File: src/rtl/pmc_pkg.sv
package pmc_pkg;

  parameter int N_GCLK = 4;
  parameter int N_LCLK = 2;
  parameter int N_GCE  = 2;
  parameter int N_LCE  = 2;
  parameter int N_GSR  = 2;

  // source pools include one constant entry each
  localparam int CLK_SRCS  = N_GCLK + N_LCLK + 2;
  localparam int CE_SRCS   = N_GCE + N_LCE + 2;
  localparam int SR_SRCS   = N_GSR + 2;
  localparam int CLK_SEL_W = $clog2(CLK_SRCS);
  localparam int CE_SEL_W  = $clog2(CE_SRCS);
  localparam int SR_SEL_W  = $clog2(SR_SRCS);

  typedef enum logic [1:0] {
    ST_DFF   = 2'd0,
    ST_LATCH = 2'd1,
    ST_TFF   = 2'd2,
    ST_DFF2  = 2'd3
  } store_mode_e;

  // declared MSB first: inv ends at bit 0
  typedef struct packed {
    logic                 rt_reg;
    logic                 fb_reg;
    logic                 prs_pol;
    logic [SR_SEL_W-1:0]  prs_sel;
    logic                 rst_pol;
    logic [SR_SEL_W-1:0]  rst_sel;
    logic                 ce_pol;
    logic [CE_SEL_W-1:0]  ce_sel;
    logic                 clk_pol;
    logic [CLK_SEL_W-1:0] clk_sel;
    store_mode_e          mode;
    logic                 inv;
  } mc_cfg_t;

  localparam int CFG_W = $bits(mc_cfg_t);

  function automatic logic post_xor(logic sop, logic inv);
    return sop ^ inv;
  endfunction

  function automatic logic mode_load(store_mode_e m, logic fire, logic open_lvl, logic d);
    case (m)
      ST_LATCH: return open_lvl;
      ST_TFF:   return fire & d;
      default:  return fire;
    endcase
  endfunction

  function automatic logic mode_next(store_mode_e m, logic st, logic d);
    return (m == ST_TFF) ? ~st : d;
  endfunction

  function automatic logic pick_out(logic use_reg, logic reg_v, logic comb_v);
    return use_reg ? reg_v : comb_v;
  endfunction

endpackage

File: src/rtl/pmc_src_pick.sv
module pmc_src_pick #(
  parameter int N_SRC = 4,
  parameter int SEL_W = 2
) (
  input  logic [N_SRC-1:0] src_i,
  input  logic [SEL_W-1:0] sel_i,
  input  logic             inv_i,
  output logic             lvl_o
);

  logic picked;

  always_comb begin
    picked = 1'b0;
    for (int i = 0; i < N_SRC; i++) begin
      if (sel_i == SEL_W'(i)) picked = src_i[i];
    end
    lvl_o = picked ^ inv_i;
  end

endmodule

File: src/rtl/pmc_edge_detect.sv
module pmc_edge_detect (
  input  logic clk,
  input  logic rst_n,
  input  logic lvl_i,
  output logic edge_o
);

  logic prev_q;
  logic primed_q;

  always_ff @(posedge clk or negedge rst_n) begin
    if (!rst_n) begin
      prev_q   <= 1'b0;
      primed_q <= 1'b0;
    end else begin
      prev_q   <= lvl_i;
      primed_q <= 1'b1;
    end
  end

  assign edge_o = primed_q & lvl_i & ~prev_q;

  // an edge lasts one sample and needs a low sample before it
  a_r6_edge_single: assert property (@(posedge clk) disable iff (!rst_n)
    edge_o |=> !edge_o);
  a_r6_edge_from_low: assert property (@(posedge clk) disable iff (!rst_n)
    edge_o |-> (lvl_i && !$past(lvl_i)));

endmodule

File: src/rtl/pmc_storage.sv
module pmc_storage
  import pmc_pkg::*;
(
  input  logic        clk,
  input  logic        rst_n,
  input  store_mode_e mode_i,
  input  logic        d_i,
  input  logic        edge_i,
  input  logic        lvl_i,
  input  logic        ce_i,
  input  logic        rst_i,
  input  logic        prs_i,
  output logic        q_o
);

  logic state_q;
  logic fire;
  logic open_lvl;
  logic load;
  logic nxt;
  logic ovr;

  assign fire     = edge_i & ce_i;
  assign open_lvl = lvl_i & ce_i;
  assign load     = mode_load(mode_i, fire, open_lvl, d_i);
  assign nxt      = mode_next(mode_i, state_q, d_i);
  assign ovr      = rst_i | prs_i;

  always_ff @(posedge clk or negedge rst_n) begin
    if (!rst_n)       state_q <= 1'b0;
    else if (rst_i)   state_q <= 1'b0;
    else if (prs_i)   state_q <= 1'b1;
    else if (load)    state_q <= nxt;
  end

  always_comb begin
    if (rst_i)                                  q_o = 1'b0;
    else if (prs_i)                             q_o = 1'b1;
    else if (mode_i == ST_LATCH && open_lvl)    q_o = d_i;
    else                                        q_o = state_q;
  end

  // D capture
  a_r3_dff_capture: assert property (@(posedge clk) disable iff (!rst_n)
    ((mode_i == ST_DFF || mode_i == ST_DFF2) && fire && !ovr) |=> (state_q == $past(d_i)));
  // closed latch holds
  a_r4_latch_hold: assert property (@(posedge clk) disable iff (!rst_n)
    (mode_i == ST_LATCH && !open_lvl && !ovr) |=> $stable(state_q));
  // toggle behaviour
  a_r5_tff_flip: assert property (@(posedge clk) disable iff (!rst_n)
    (mode_i == ST_TFF && fire && d_i && !ovr) |=> (state_q != $past(state_q)));
  a_r5_tff_hold: assert property (@(posedge clk) disable iff (!rst_n)
    (mode_i == ST_TFF && !d_i && !ovr) |=> $stable(state_q));
  // disabled enable blocks updates
  a_r7_ce_blocks: assert property (@(posedge clk) disable iff (!rst_n)
    (!ce_i && !ovr) |=> $stable(state_q));
  // overrides reach the stored value
  a_r8_reset_clears: assert property (@(posedge clk) disable iff (!rst_n)
    rst_i |=> !state_q);
  a_r9_preset_sets: assert property (@(posedge clk) disable iff (!rst_n)
    (prs_i && !rst_i) |=> state_q);

endmodule

File: src/rtl/pld_macrocell.sv
module pld_macrocell
  import pmc_pkg::*;
(
  input  logic              clk,
  input  logic              rst_n,
  input  logic              sop_i,
  input  logic [N_GCLK-1:0] gclk_i,
  input  logic [N_LCLK-1:0] lclk_i,
  input  logic              pt_clk_i,
  input  logic [N_GCE-1:0]  gce_i,
  input  logic [N_LCE-1:0]  lce_i,
  input  logic              pt_ce_i,
  input  logic [N_GSR-1:0]  gsr_i,
  input  logic              pt_rst_i,
  input  logic              pt_prs_i,
  input  logic [CFG_W-1:0]  cfg_i,
  output logic              fb_o,
  output logic              route_o
);

  mc_cfg_t cfg;
  assign cfg = mc_cfg_t'(cfg_i);

  logic comb_v;
  logic clk_lvl;
  logic ce_act;
  logic clk_edge;
  logic reg_v;
  logic [1:0] ovr_act;   // [0] reset, [1] preset

  assign comb_v = post_xor(sop_i, cfg.inv);

  pmc_src_pick #(.N_SRC(CLK_SRCS), .SEL_W(CLK_SEL_W)) u_clk_pick (
    .src_i ({1'b0, pt_clk_i, lclk_i, gclk_i}),
    .sel_i (cfg.clk_sel),
    .inv_i (cfg.clk_pol),
    .lvl_o (clk_lvl)
  );

  pmc_src_pick #(.N_SRC(CE_SRCS), .SEL_W(CE_SEL_W)) u_ce_pick (
    .src_i ({1'b1, pt_ce_i, lce_i, gce_i}),
    .sel_i (cfg.ce_sel),
    .inv_i (cfg.ce_pol),
    .lvl_o (ce_act)
  );

  generate
    for (genvar k = 0; k < 2; k++) begin : g_ovr
      logic [SR_SEL_W-1:0] sel_k;
      logic                pol_k;
      logic                pt_k;
      assign sel_k = (k == 0) ? cfg.rst_sel : cfg.prs_sel;
      assign pol_k = (k == 0) ? cfg.rst_pol : cfg.prs_pol;
      assign pt_k  = (k == 0) ? pt_rst_i    : pt_prs_i;
      pmc_src_pick #(.N_SRC(SR_SRCS), .SEL_W(SR_SEL_W)) u_sr_pick (
        .src_i ({1'b0, pt_k, gsr_i}),
        .sel_i (sel_k),
        .inv_i (pol_k),
        .lvl_o (ovr_act[k])
      );
    end
  endgenerate

  pmc_edge_detect u_edge (
    .clk    (clk),
    .rst_n  (rst_n),
    .lvl_i  (clk_lvl),
    .edge_o (clk_edge)
  );

  pmc_storage u_store (
    .clk    (clk),
    .rst_n  (rst_n),
    .mode_i (cfg.mode),
    .d_i    (comb_v),
    .edge_i (clk_edge),
    .lvl_i  (clk_lvl),
    .ce_i   (ce_act),
    .rst_i  (ovr_act[0]),
    .prs_i  (ovr_act[1]),
    .q_o    (reg_v)
  );

  assign fb_o    = pick_out(cfg.fb_reg, reg_v, comb_v);
  assign route_o = pick_out(cfg.rt_reg, reg_v, comb_v);

  // combinational outputs track the inverted sum term
  a_r1_comb_route: assert property (@(posedge clk) disable iff (!rst_n)
    !cfg.rt_reg |-> (route_o == (sop_i ^ cfg.inv)));
  // each output chooses on its own
  a_r2_split_outputs: assert property (@(posedge clk) disable iff (!rst_n)
    (!cfg.fb_reg && cfg.rt_reg) |-> (fb_o == (sop_i ^ cfg.inv)));
  // reset beats preset at the port
  a_r10_reset_wins: assert property (@(posedge clk) disable iff (!rst_n)
    (ovr_act[0] && ovr_act[1] && cfg.fb_reg) |-> !fb_o);

endmodule

File: config.mk
export PLATFORM = sky130hd
export DESIGN_NAME = pld_macrocell
export DESIGN_NICKNAME = d
export VERILOG_FILES = /design/src/rtl/pmc_pkg.sv /design/src/rtl/pmc_src_pick.sv /design/src/rtl/pmc_edge_detect.sv /design/src/rtl/pmc_storage.sv /design/src/rtl/pld_macrocell.sv
export SDC_FILE = /design/constraint.sdc
export NUM_CORES = 1
export LEC_CHECK = 0
export BUFFER_PORTS_ARGS = -buffer_cell sky130_fd_sc_hd__buf_2
export CORE_MARGIN = 1.5
export CORE_UTILIZATION = 30
export DETAILED_ROUTE_END_ITERATION = 12
export GPL_ROUTABILITY_DRIVEN = 0
export MAX_ROUTING_LAYER = met4
export PLACE_DENSITY = 0.64
export SYNTH_ARGS = -nofsm -noshare
export SYNTH_HDL_FRONTEND = slang
export SYNTH_SLANG_ARGS = --single-unit
File: constraint.sdc
create_clock -name clk -period 1.7 [get_ports clk]
set_input_delay 0.255 -clock clk [delete_from_list [all_inputs] [get_ports clk]]
set_output_delay 0.255 -clock clk [all_outputs]
set_load 0.02 [all_outputs]
==> summary.txt <==
GRT
  – Largest net degree at the start of global routing: 6
  – Vias in the first global route: between 500 and 600
  – Global-route wire length before repair: between 2000 and 2500 um
  – Total Routing Usage GR: 0.140
  – Initial antenna violation count: 0
  – Gr ovfl total: 0

Synthesis
  – Ys Warns: 0
  – Post-synthesis cell type count: 32
  – Largest family of logic cells by synthesized area: simple AND/OR/NAND/NOR gates
  – Ys async rst share: 1.00
  – Prevailing post-synth register cell: dfrtp_1
  – Simple-gate share of the synthesized area: 0.325
  – Syn nets: just under 100
  – Proportion of netlist area held by the largest area contributor: 0.155
  – Mapped Cells: 59
  – Post-synthesis mux area share: 0.0876
  – Xor/xnor share of the synthesized area: 0.0722
  – Adder-Cell Fraction of Synth Area: 0.0515
  – Number of synthesized flops with an enable pin: 0
  – Largest area contributor in the netlist: dfrtp_1
  – Mapped cell area: 485 sq um
  – Sequential element share of the synthesized area: 0.155
  – #FFs+latches synth: 3
  – Syn avg cell area: 8.23 sq um
  – Compound-cell area share of the yosys netlist: 0.278
  – Top post-synthesis cells by area: dfrtp_1, ha_1, nand2b_1, o221a_2, a22oi_4

STA
  – Max-slew violations: 0
  – Setup TNS: -0.748 ns
  – RSZ-0062 raised after global routing: true
  – Post-route setup slack: -0.374 ns
  – Hold_ws: roughly 0.30 ns
  – Min Tclk post-route: between 2 and 2.5 ns
  – Max Fclk: roughly 480 MHz
  – Clock Skews: 0.00436 ns
  – Tcrit/Tclk final: 1.22
  – Fin. Hold Viols: 0
  – Final Setup Violations: 2

Worst hold path
  – Worst hold path startpoint: cfg_i[6]
  – Hold path endpoint: u_edge.prev_q
  – Worst hold path cell count: 3
  – Worst hold path class: input pin to flip-flop

Critical path
  – Setup crit start kind: input pin
  – Largest stage delay, worst path: 0.53 ns
  – RR Startpoint: u_edge.prev_q
  – Crit path max fanout: 5
  – Crit path capture type: primary output
  – Crit path DAT: between 1.5 and 2 ns
  – FF-to-FF setup slack: slightly above 0.5 ns
  – CP max-delay cell: or4_4
  – Crit path kind: input pin to primary output
  – Worst r2r path cells: 6
  – Worst path cell trace: buf_8 > mux2_4 > nor3b_2 > or4_4 > a22oi_4 > and3_4 > o221a_4 > buf_6
  – Worst reg2reg path endpoint: u_store.state_q
  – Critical Path RT: around 1.4 ns

CTS
  – Worst-skew pair later-pin latency: 0.23 ns
  – CTS buffer count: 3
  – Htree depth: 1
  – Clock Path Buffers: 2
  – Clock Sinks: 3
  – Root buffer cell: clkbuf_4
  – TritonCTS clock tree: built
  – CTS clk-pin slew, worst paths: around 0.040 ns
  – Post-CTS Setup Inserts: 0

Floorplanning
  – Initial Util: 0.322
  – Chip Width: about 43 um
  – Die area: between 1500 and 2000 sq um
  – FP Rows: 14
  – Ports: 40
  – Die Ht: 43.2 um
  – Std-Cell Core Area: between 1500 and 2000 sq um

Outcome
  – Run status: complete, but fails checks
  – Failing checks: setup timing

Pwr
  – Pwr dens: 502 nW/um^2
  – Design Power: roughly 430 uW
  – LEAKAGE: around 0.00042 uW
  – Worst IR drop on VDD: approximately 300 uV

Drt
  – DRC Markers: 0
  – WL/cell: 9.16 um
  – Initial DRC count: 7
  – DRT antenna net count: 0
  – First drt pass iteration count: 4
  – Drt total wl: about 1100 um
  – Vias/cell: approximately 5.0
  – Via count: 609

Placed design
  – PortBufs: 39
  – Hpwl dp: 1040 um
  – DP Cell Count: 119

Flow run
  – Max Cap Viol: 0

Cells and area
  – # nets final: between 100 and 150
  – Layout cell share with drive strength beyond 1: 0.579
  – Area delta synth->final: 75.3%
  – Layout Cells excl Fill: approximately 120
  – Layout fillers: 149
  – Antenna fix cells: 0
==> worst max-delay path, delay by kind of cell <==
family | cells | cell delay [ns]
AO/OA/AOI/OAI | 2 | 0.37
buffers and inverters | 2 | 0.21
multiplexers | 1 | 0.19
AND/OR/NAND/NOR | 3 | 0.80
==> Yosys cell counts (2+ instances only) <==
master and n:
a21oi_1 3, xor2_1 2, dfrtp_1 3, inv_1 3
o31ai_1 2, nand2b_1 4, mux2i_1 2, nand3b_1 2
o21ai_1 2, a2111oi_0 2, nor2_1 3, o21ai_0 2
nor2b_1 3, nand2_1 5, o221a_2 2, ha_1 2
xnor2_1 2
==> registers in the layout, indices dropped and copies added, names as in the netlist <==
signal and flops:
u_edge.prev_q 1, u_edge.primed_q 1, u_store.state_q 1
==> per-stage QoR <==
stage                util  cell area (sq um)  worst slack [ns]
floorplan               -                527            -0.159
global placement    0.517                779            -0.425
detailed placement  0.517                779            -0.451
CTS                 0.556                838            -0.441
global route        0.565                851            -0.458
finish              0.565                851            -0.374
==> worst max path at each step <==
| stage | from | endpoint | cells past startpoint |
|---|---|---|---|
| 2_1_floorplan | cfg_i[7] | fb_o | 6 |
| 3_3_place_gp | cfg_i[3] | fb_o | 8 |
| 3_5_place_dp | cfg_i[3] | fb_o | 8 |
| 4_1_cts | cfg_i[3] | fb_o | 8 |
| 5_1_grt | gclk_i[0] | fb_o | 8 |
| 6_report | cfg_i[3] | fb_o | 8 |
==> cell type report <==
class	instances	area [sq um]	share of cell area
inverter	3	11.3	0.0132
multi-input combinational	53	460	0.541
clock buffer	4	26.3	0.0309
tap	16	20.0	0.0235
sequential	3	75.1	0.0882
timing repair buffer	44	258	0.303
==> layer usage <==
metal  part of all wire  routed length (um)  track usage
met1               0.39                 439        0.144
met3              0.047                  53       0.0128
met2               0.56                 634        0.278
met5                  0                   0            -
met4                  0                   0       0.0364
==> layout by cell type, fill, tap and decap left out, types with 3 or more instances in the layout <==
cell and n:
buf_2 36, clkbuf_4 3, nand2_1 5, inv_1 3, nand2b_1 4, buf_4 4, nor2_1 3, dfrtp_1 3
a21oi_1 3
==> cells by family after synthesis <==
| family | after synthesis |
|---|---|
| compound gates | 17 |
| xor+xnor | 4 |
| fa+ha+maj | 2 |
| buf+inv | 3 |
| flops | 3 |
| mux | 4 |
| other cells | 1 |
| simple gates | 25 |
==> what timing repair did <==
item,in CTS,in global routing
pin swaps,5,7
endpoints found under the hold margin,3,0
setup endpoints to repair,2,2
gates resized for setup,7,5
hold buffers,1,0
==> power by group <==
group / internal, uW / switching (uW) / total [uW] / leakage (uW)
combinational: 128 / 94.3 / 222 / 0.000367
clock: 87.7 / 33.0 / 121 / 0.0000150
sequential: 80.5 / 4.42 / 84.9 / 0.0000361
(Power assumes the default switching activity.)
